**src/rtl/lcd_bp_pkg.sv**
```systemverilog
package lcd_bp_pkg;

    parameter int unsigned DEF_MAX_BP      = 4;
    parameter int unsigned DEF_SYNC_STAGES = 2;

    typedef enum logic [1:0] {
        MUX_STATIC = 2'd0,
        MUX_TWO    = 2'd1,
        MUX_THREE  = 2'd2,
        MUX_FOUR   = 2'd3
    } mux_mode_e;

endpackage

```
**src/rtl/lcd_sync_rx.sv**
```systemverilog
module lcd_sync_rx #(
    parameter int unsigned STAGES = 2
) (
    input  logic clk,
    input  logic rst_n,
    input  logic sync_line,
    input  logic own_drive,
    output logic foreign_evt
);

    typedef struct packed {
        logic [STAGES-1:0] chain;
        logic              prev;
        logic [STAGES-1:0] own;
    } rx_state_t;

    rx_state_t st_d, st_q;
    logic      synced;

    assign synced = st_q.chain[STAGES-1];

    always_comb begin
        st_d       = st_q;
        st_d.chain = {st_q.chain[STAGES-2:0], sync_line};
        st_d.prev  = synced;
        st_d.own   = {st_q.own[STAGES-2:0], own_drive};
    end

    always_ff @(posedge clk) begin
        if (!rst_n) begin
            st_q.chain <= '1;
            st_q.prev  <= 1'b1;
            st_q.own   <= '0;
        end else begin
            st_q <= st_d;
        end
    end

    // A fall counts only if this instance's own drive, delayed to the same
    // stage, was not the cause.
    assign foreign_evt = st_q.prev & ~synced & ~st_q.own[STAGES-1];

endmodule

```
**src/rtl/lcd_phase_ctrl.sv**
```systemverilog
module lcd_phase_ctrl #(
    parameter int unsigned MAX_BP = 4,
    parameter int unsigned STAGES = 2,
    localparam int unsigned PH_W  = $clog2(MAX_BP)
) (
    input  logic            clk,
    input  logic            rst_n,
    input  logic [PH_W-1:0] mode,
    input  logic            realign,
    output logic [PH_W-1:0] phase,
    output logic            drive_low
);

    typedef struct packed {
        logic [PH_W-1:0] phase;
        logic            drive;
    } ph_state_t;

    ph_state_t       st_d, st_q;
    logic [PH_W-1:0] last_idx;
    logic [PH_W-1:0] tgt_tbl [MAX_BP];

    generate
        if (MAX_BP == (1 << PH_W)) begin : g_full_range
            assign last_idx = mode;
        end else begin : g_clamped
            assign last_idx = (mode > PH_W'(MAX_BP - 1)) ? PH_W'(MAX_BP - 1) : mode;
        end
    endgenerate

    // Phase reached by the asserting instance, one cycle after detection.
    for (genvar g = 0; g < MAX_BP; g++) begin : g_target
        assign tgt_tbl[g] = PH_W'(STAGES % (g + 1));
    end

    always_comb begin
        st_d = st_q;
        if (realign) begin
            st_d.phase = tgt_tbl[last_idx];
        end else if (st_q.phase >= last_idx) begin
            st_d.phase = '0;
        end else begin
            st_d.phase = st_q.phase + 1'b1;
        end
        st_d.drive = (st_d.phase == last_idx);
    end

    always_ff @(posedge clk) begin
        if (!rst_n) begin
            st_q.phase <= '0;
            st_q.drive <= 1'b0;
        end else begin
            st_q <= st_d;
        end
    end

    assign phase     = st_q.phase;
    assign drive_low = st_q.drive;

endmodule

```
**src/rtl/lcd_bp_decode.sv**
```systemverilog
module lcd_bp_decode #(
    parameter int unsigned MAX_BP = 4,
    localparam int unsigned PH_W  = $clog2(MAX_BP)
) (
    input  logic [PH_W-1:0]   phase,
    output logic [MAX_BP-1:0] bp
);

    for (genvar g = 0; g < MAX_BP; g++) begin : g_bp
        assign bp[g] = (phase == PH_W'(g));
    end

endmodule

```
**src/rtl/lcd_bp_sequencer.sv**
```systemverilog
module lcd_bp_sequencer #(
    parameter int unsigned MAX_BP      = lcd_bp_pkg::DEF_MAX_BP,
    parameter int unsigned SYNC_STAGES = lcd_bp_pkg::DEF_SYNC_STAGES
) (
    input  logic                      clk,
    input  logic                      rst_n,
    input  logic [$clog2(MAX_BP)-1:0] mux_mode,
    output logic [MAX_BP-1:0]         bp_out,
    output logic                      sync_drive_low,
    input  logic                      sync_in
);

    localparam int unsigned PH_W = $clog2(MAX_BP);

    logic            realign;
    logic [PH_W-1:0] phase;
    logic            drive;

    lcd_sync_rx #(
        .STAGES(SYNC_STAGES)
    ) u_rx (
        .clk        (clk),
        .rst_n      (rst_n),
        .sync_line  (sync_in),
        .own_drive  (drive),
        .foreign_evt(realign)
    );

    lcd_phase_ctrl #(
        .MAX_BP(MAX_BP),
        .STAGES(SYNC_STAGES)
    ) u_ctrl (
        .clk      (clk),
        .rst_n    (rst_n),
        .mode     (mux_mode),
        .realign  (realign),
        .phase    (phase),
        .drive_low(drive)
    );

    lcd_bp_decode #(
        .MAX_BP(MAX_BP)
    ) u_dec (
        .phase(phase),
        .bp   (bp_out)
    );

    assign sync_drive_low = drive;

endmodule

```
**config.mk**
```make
export PLATFORM = sky130hd
export DESIGN_NAME = lcd_bp_sequencer
export DESIGN_NICKNAME = d
export VERILOG_FILES = /design/src/rtl/lcd_bp_pkg.sv /design/src/rtl/lcd_sync_rx.sv /design/src/rtl/lcd_phase_ctrl.sv /design/src/rtl/lcd_bp_decode.sv /design/src/rtl/lcd_bp_sequencer.sv
export SDC_FILE = /design/constraint.sdc
export NUM_CORES = 1
export LEC_CHECK = 0
export ABC_AREA = 1
export ABC_CLOCK_PERIOD_IN_PS = 1130
export BUFFER_PORTS_ARGS = -buffer_cell sky130_fd_sc_hd__buf_4
export CORE_AREA = 2 2 39 41
export DETAILED_ROUTE_END_ITERATION = 10
export DIE_AREA = 0 0 41 43
export MAX_ROUTING_LAYER = met4
export SLEW_MARGIN = 20
export SYNTH_ARGS = -nofsm -noshare
export SYNTH_HDL_FRONTEND = slang
export SYNTH_SLANG_ARGS = --single-unit
```
**constraint.sdc**
```tcl
create_clock -name clk -period 1.13 [get_ports clk]
set_input_delay 0.0565 -clock clk [delete_from_list [all_inputs] [get_ports clk]]
set_output_delay 0.0565 -clock clk [all_outputs]
set_load 0.05 [all_outputs]
```
## Word level (Yosys, flattened, before mapping)

Cells that the tools add are included.
W data, S select, Z words.

| cells by class | value |
|---|---|
| add/subtract/negate cells | 1 |
| $lt $le $gt $ge | 2 |
| eq/ne operators | 4 |
| muxes and demuxes | 5 |
| bitwise operators | 5 |
| reductions and logical operators | 1 |

Operators with widths:

| cell | count |
|---|---|
| $mux W2 | 4 |
| $bmux W2 S2 | 1 |
| $eq A2 B2 Y1 const B | 2 |
| $ge A3 B3 Y1 const B | 1 |
| $not A2 Y3 | 1 |
| $add A2 B1 Y2 const B | 1 |
| $and A1 B1 Y1 | 2 |
| $eq A2 B1 Y1 const B | 1 |
| $eq A2 B2 Y1 | 1 |
| $ge A2 B2 Y1 | 1 |
| $logic_not A2 Y1 | 1 |
| $not A1 Y1 | 2 |

| word-level totals | value |
|---|---|
| register bits after elaboration | 8 |
| logic and storage cells | 23 |

## Longest topological paths before layout

| depth | value |
|---|---|
| depth after elaboration | 6 |
| mapped depth | 9 |
| depth with buffers taken out | 9 |

## Modules after synthesis

A second synthesis with hierarchy kept.

| unflattened totals | value |
|---|---|
| cell total of the unflattened synthesis | 60 |
| area, all modules | 382.9 µm² |

Modules (own cells, without submodules):

| module | times used | cells an instance | area each (µm²) | sequential area each (µm²) |
|---|---|---|---|---|
| lcd_phase_ctrl | 1 | 36 | 211.5 | 60.1 |
| lcd_sync_rx | 1 | 17 | 145.1 | 100.1 |
| lcd_bp_decode | 1 | 7 | 26.3 | 0.0 |

## Worst setup path after synthesis

OpenSTA, ideal clock, no wires.

| timing path | value |
|---|---|
| path kind | register to register |
| start | register u_ctrl.phase[0] (netlist name) |
| end | register u_ctrl.drive_low (netlist name) |
| setup time | 110 ps |
| arrival time | 1120 ps |
| data required time | 1020 ps |
| slack | -101 ps |
| stages on the path, launching flop included | 9 |
| path buffers | 0 |
| period minus slack after synthesis | 1231 ps |
| cell sequence | dfxtp_1 inv_1 ha_1 nand2_1 nand4_1 nor2_1 nand2_1 nand2_1 nor2_1 |

| on the way | value |
|---|---|
| word-level cells in the longest chain between the ends | 4 |
| elaborated cells between the ends (all ways) | 5 |
| classes of those cells | add/sub: 1; order compare: 1; eq/ne: 1; mux: 2 |

RTL lines:

| what | RTL line | RTL |
|---|---|---|
| $add A2 B1 Y2 / $ge A2 B2 Y1 (equally long branches) | lcd_phase_ctrl.sv:43, lcd_phase_ctrl.sv:40 |  |
| $mux W2 (*) | lcd_phase_ctrl.sv:40 | `end else if (st_q.phase >= last_idx) begin` |
| $mux W2 (*) | lcd_phase_ctrl.sv:38 | `if (realign) begin` |
| $eq A2 B2 Y1 (*) | lcd_phase_ctrl.sv:45 | `st_d.drive = (st_d.phase == last_idx);` |

Every way passes the cells marked *; elsewhere a longest branch is shown, timed or not.
A chain may end at the register's enable or synchronous reset.

## Worst setup path in the final report

| timing path | value |
|---|---|
| start | register u_ctrl.phase[0] (netlist name) |
| end | register u_ctrl.drive_low (netlist name) |

| on the way | value |
|---|---|
| word-level cells in the longest chain between the ends | 4 |
| elaborated cells between the ends (all ways) | 5 |
| classes of those cells | add/sub: 1; order compare: 1; eq/ne: 1; mux: 2 |

RTL lines:

| what | RTL line |
|---|---|
| $add A2 B1 Y2 / $ge A2 B2 Y1 (equally long branches) | lcd_phase_ctrl.sv:43, lcd_phase_ctrl.sv:40 |
| $mux W2 (*) | lcd_phase_ctrl.sv:40 |
| $mux W2 (*) | lcd_phase_ctrl.sv:38 |
| $eq A2 B2 Y1 (*) | lcd_phase_ctrl.sv:45 |

Marks and branches as above.

==> results.md <==
Placement:
- The sum of net half-perimeters after detailed placement is 534 um.
- The count of buffers inserted at the top-level ports is 9.
- The number of placed instances, taps included, is 77.
- Routability-driven placement finished with a final weighted congestion of 0.696.

Critical path:
- The family with the most delay on the worst path is simple AND/OR/NAND/NOR gates.
- The critical-path cell with the highest stage delay is sky130_fd_sc_hd__dfxtp_2.
- The start point of the critical path is u_ctrl.phase[0]$_SDFF_PN0_.
- The combined buffer and inverter count along the critical path is 1.
- The worst setup path is of the reg -> reg kind.
- The setup slack of the most critical reg-to-reg path is -0.09 ns.
- The worst register-to-register path begins at u_ctrl.phase[0]$_SDFF_PN0_.
- STA classifies the critical path endpoint as a flip-flop.
- Traced cell by cell, the critical path runs through inv_4, ha_4, nand2_4, nand4_1, nor2_2, nand2_1, nand2_1, nor2_1.
- The maximum fanout along the worst path is 4.
- The cell that appears most often on the critical path is sky130_fd_sc_hd__nand2_1.
- For the worst setup path, the data arrival time is 1.38 ns.
- The required arrival time at the worst endpoint is 1.29 ns.
- The element type at the critical path start is a flip-flop.
- The largest incremental delay on the critical path is 0.35 ns.

Timing:
- The max-slew violation total from the final report is 0.
- Setup total negative slack on the finished layout was measured at -0.125 ns.
- On the final layout, the worst clock skew is 0.000628 ns.
- The final worst-path setup slack is -0.0865 ns.
- The tightest hold margin is 0.0465 ns.
- The fmax is 0.822 GHz.
- Setup violations remaining at the end of the flow were counted as 4.
- Setup repair after global routing could not meet its margin everywhere.
- The period utilization is 108%.
- Subtracting the final worst setup slack from the clock period gives 1.22 ns.
- Measured against its own limit, the worst slew margin works out to 91.4%.
- The number of hold violations in the final report is 0.
- The slew of the pin with the lowest slew margin is 0.128 ns.

Floorplan:
- The die outline area is 1760 um2.
- The die is 43 um tall.
- The floorplan has 14 rows.
- From left edge to right edge, the die measures 41 um.
- The region available for standard cell placement spans 1380 um2.
- The number of top-level pins is 10.
- The initial utilization of the core area, before any placement, comes to 28.4%.

Synth:
- The count of synthesis-stage warnings from yosys is 0.
- In this run, distinct cell masters in the synthesized netlist total 13.
- The synthesized design contains 8 register bits.
- The post-synthesis cell area is 393 um2.
- The number of standard cells after synthesis is 49.
- Sequential cells were found to cover 40.8% of the synthesized design area.
- When the netlist entered floorplanning its net count stood at 60.
- Averaged over all synthesized cells, the footprint is 8.02 um2.

Power:
- The cell area power density is 1460 nW/um2.
- In this run the power spent charging and discharging nets is 333 uW.
- In this run switching power makes up 36.0% of total power.
- Cell internal power was estimated by the tool at 593 uW.
- The part of the total power dissipated in sequential elements is 35.0%.
- The combinational power share is 38.2%.
- IR analysis of the VDD net gives a maximum drop of 0.494 mV.
- The standby leakage power is 0.000316 uW.
- The relative contribution of the clock network to total power is 26.8%.

Hold path:
- The startpoint of the lowest-slack hold path is mux_mode[1].
- The class of the tightest hold or removal check is in -> reg.

Layout:
- 0 antenna diodes ended up in the layout.
- The fraction of final layout cells sized beyond drive strength 1 is 49.3%.
- The post-layout net count is 79.
- The non-filler instance count after layout is 83.
- The relative area change from synthesis to final layout is 61.5%.

Clock tree:
- The number of buffers between clock root and the deepest sink is 2.
- The H-tree depth is 1.
- The CTS root buffer is sky130_fd_sc_hd__clkbuf_4.
- The clock transition at the register clock pins on the worst setup and hold paths after CTS is 0.06 ns.
- TritonCTS built the clock tree.
- Clock tree synthesis inserted a total of 3 buffers.
- The number of clock sinks seen by CTS is 8.
- The source-to-sink clock delay at the later pin of the worst-skew pair is 0.26 ns.

Global routing:
- The wire length of the first global-routing pass is 1170 um.
- met2 is the most crowded layer.
- For met3 alone, demand over resource in global routing was 3.66%.
- The via count of the first global-routing pass is 285.
- The total overflow left after global routing is 0.
- For this run, the total global-route usage over all layers was measured as 10.4%.
- The largest net degree at the start of global routing is 6.
- The met2 routing resource usage after global routing is 15.6%.
- The number of antenna violations at the first check in global routing came to 0.
- Global routing consumed, on the met1 layer, 11.4% of the routing resources.

Detailed routing:
- The via count is 350.
- The remaining antenna violation count after routing is 0.
- For this run, the detailed router's first-pass iteration total came to 2.
- For this block, the routed nets add up to 758 um of wire.
- The first-iteration detailed-routing DRC count is 3.
- The final routed wire length divided by cell count is 9.13 um.
- For this run, design rule violations remaining after detail routing come to 0.
- The via-per-instance ratio is 4.22.

Run:
- The max-cap violation count is 0.

Run status:
- The final reports fail on negative setup slack.
- The run finished, with violations left.
[state kept, by name, summed over array words and instances, names as in the netlist]
signal,count
u_rx.st_d,3
u_rx.st_q,2
u_ctrl.phase,2
u_ctrl.drive_low,1
[cells in the final DEF (no fill, tap or decap), drive strengths merged]
master,n
a21oi,1
buf,12
clkbuf,4
dfxtp,8
dlygate4sd3,2
ha,6
inv,12
nand2,9
nand3,4
nand4,1
nor2,4
nor3,1
o21ai,1
or2,2
[worst paths after layout]
path / end / cells after the start
min: u_ctrl.phase[1]$_SDFF_PN0_ / 3
max reg2reg: u_ctrl.drive_low$_SDFF_PN0_ / 8
max: u_ctrl.drive_low$_SDFF_PN0_ / 8
min reg2reg: u_rx.st_d[2]$_SDFF_PN1_ / 1
[layer usage]
layer  vias to the layer above  routed length, um
met5                         -                  0
met4                         0                 12
met3                         2                 42
met2                        10                389
met1                       152                314
li1                        186                  -
[synthesized netlist by cell type]
cell type	number	share of area [%]
sky130_fd_sc_hd__nand3_1	2	2.5
sky130_fd_sc_hd__nor2_1	4	3.8
sky130_fd_sc_hd__nand4_1	1	1.6
sky130_fd_sc_hd__inv_2	1	0.95
sky130_fd_sc_hd__nand2_1	9	8.6
sky130_fd_sc_hd__nand3_2	2	5.1
sky130_fd_sc_hd__dfxtp_1	8	41
sky130_fd_sc_hd__inv_1	11	11
sky130_fd_sc_hd__a21oi_1	1	1.3
sky130_fd_sc_hd__ha_1	6	19
sky130_fd_sc_hd__o21ai_1	1	1.3
sky130_fd_sc_hd__or2_2	2	3.2
sky130_fd_sc_hd__nor3_1	1	1.3
[power groups by stage]
stage | sequential [uW] | combinational, uW | clock (uW)
2_1_floorplan | 346 | 201 | 0
3_3_place_gp | 328 | 301 | 0
3_5_place_dp | 328 | 304 | 0
4_1_cts | 324 | 350 | 251
5_1_grt | 327 | 388 | 262
6_report | 324 | 354 | 248
[repair_timing]
item | in CTS | in global routing
setup buffers | 0 | 0
pin swaps | 7 | 1
endpoints found under the hold margin | 2 | 0
hold buffers | 2 | 0
gates resized for setup | 11 | 2
endpoints found under the setup margin | 5 | 5
[tightest hold or removal path: cells and delay by family]
family | cells | cell delay [ns]
AND/OR/NAND/NOR | 1 | 0.07
AO/OA/AOI/OAI | 1 | 0.05
buffers and inverters | 1 | 0.10
[area by class of cell]
cell class	instances	area, um2
Clock buffer	4	26.3
Fill cell	135	749
Inverter	12	47.5
Multi-Input combinational cell	29	246
Sequential cell	8	165
Tap cell	16	20.0
Timing Repair Buffer	14	129
[stage by stage]
stage / setup slack (ns) / util (%) / cell area [um2] / total power (uW)
5_1_grt: -0.156 / 45.8 / 634 / 976
3_3_place_gp: -0.0620 / 38.9 / 538 / 629
2_1_floorplan: -0.00726 / - / 428 / 547
3_5_place_dp: -0.0815 / 38.9 / 538 / 632
4_1_cts: -0.0749 / 45.4 / 628 / 925
6_report: -0.0865 / 45.8 / 634 / 926
[cells by family after synthesis]
kind of cell	share of synthesized area, %
and+or+nand+nor	26.1
buffers and inverters	11.5
DFF	40.8
adders and majority gates	19.1
AOI/OAI and AO/OA	2.55
(Power assumes the default switching activity.)
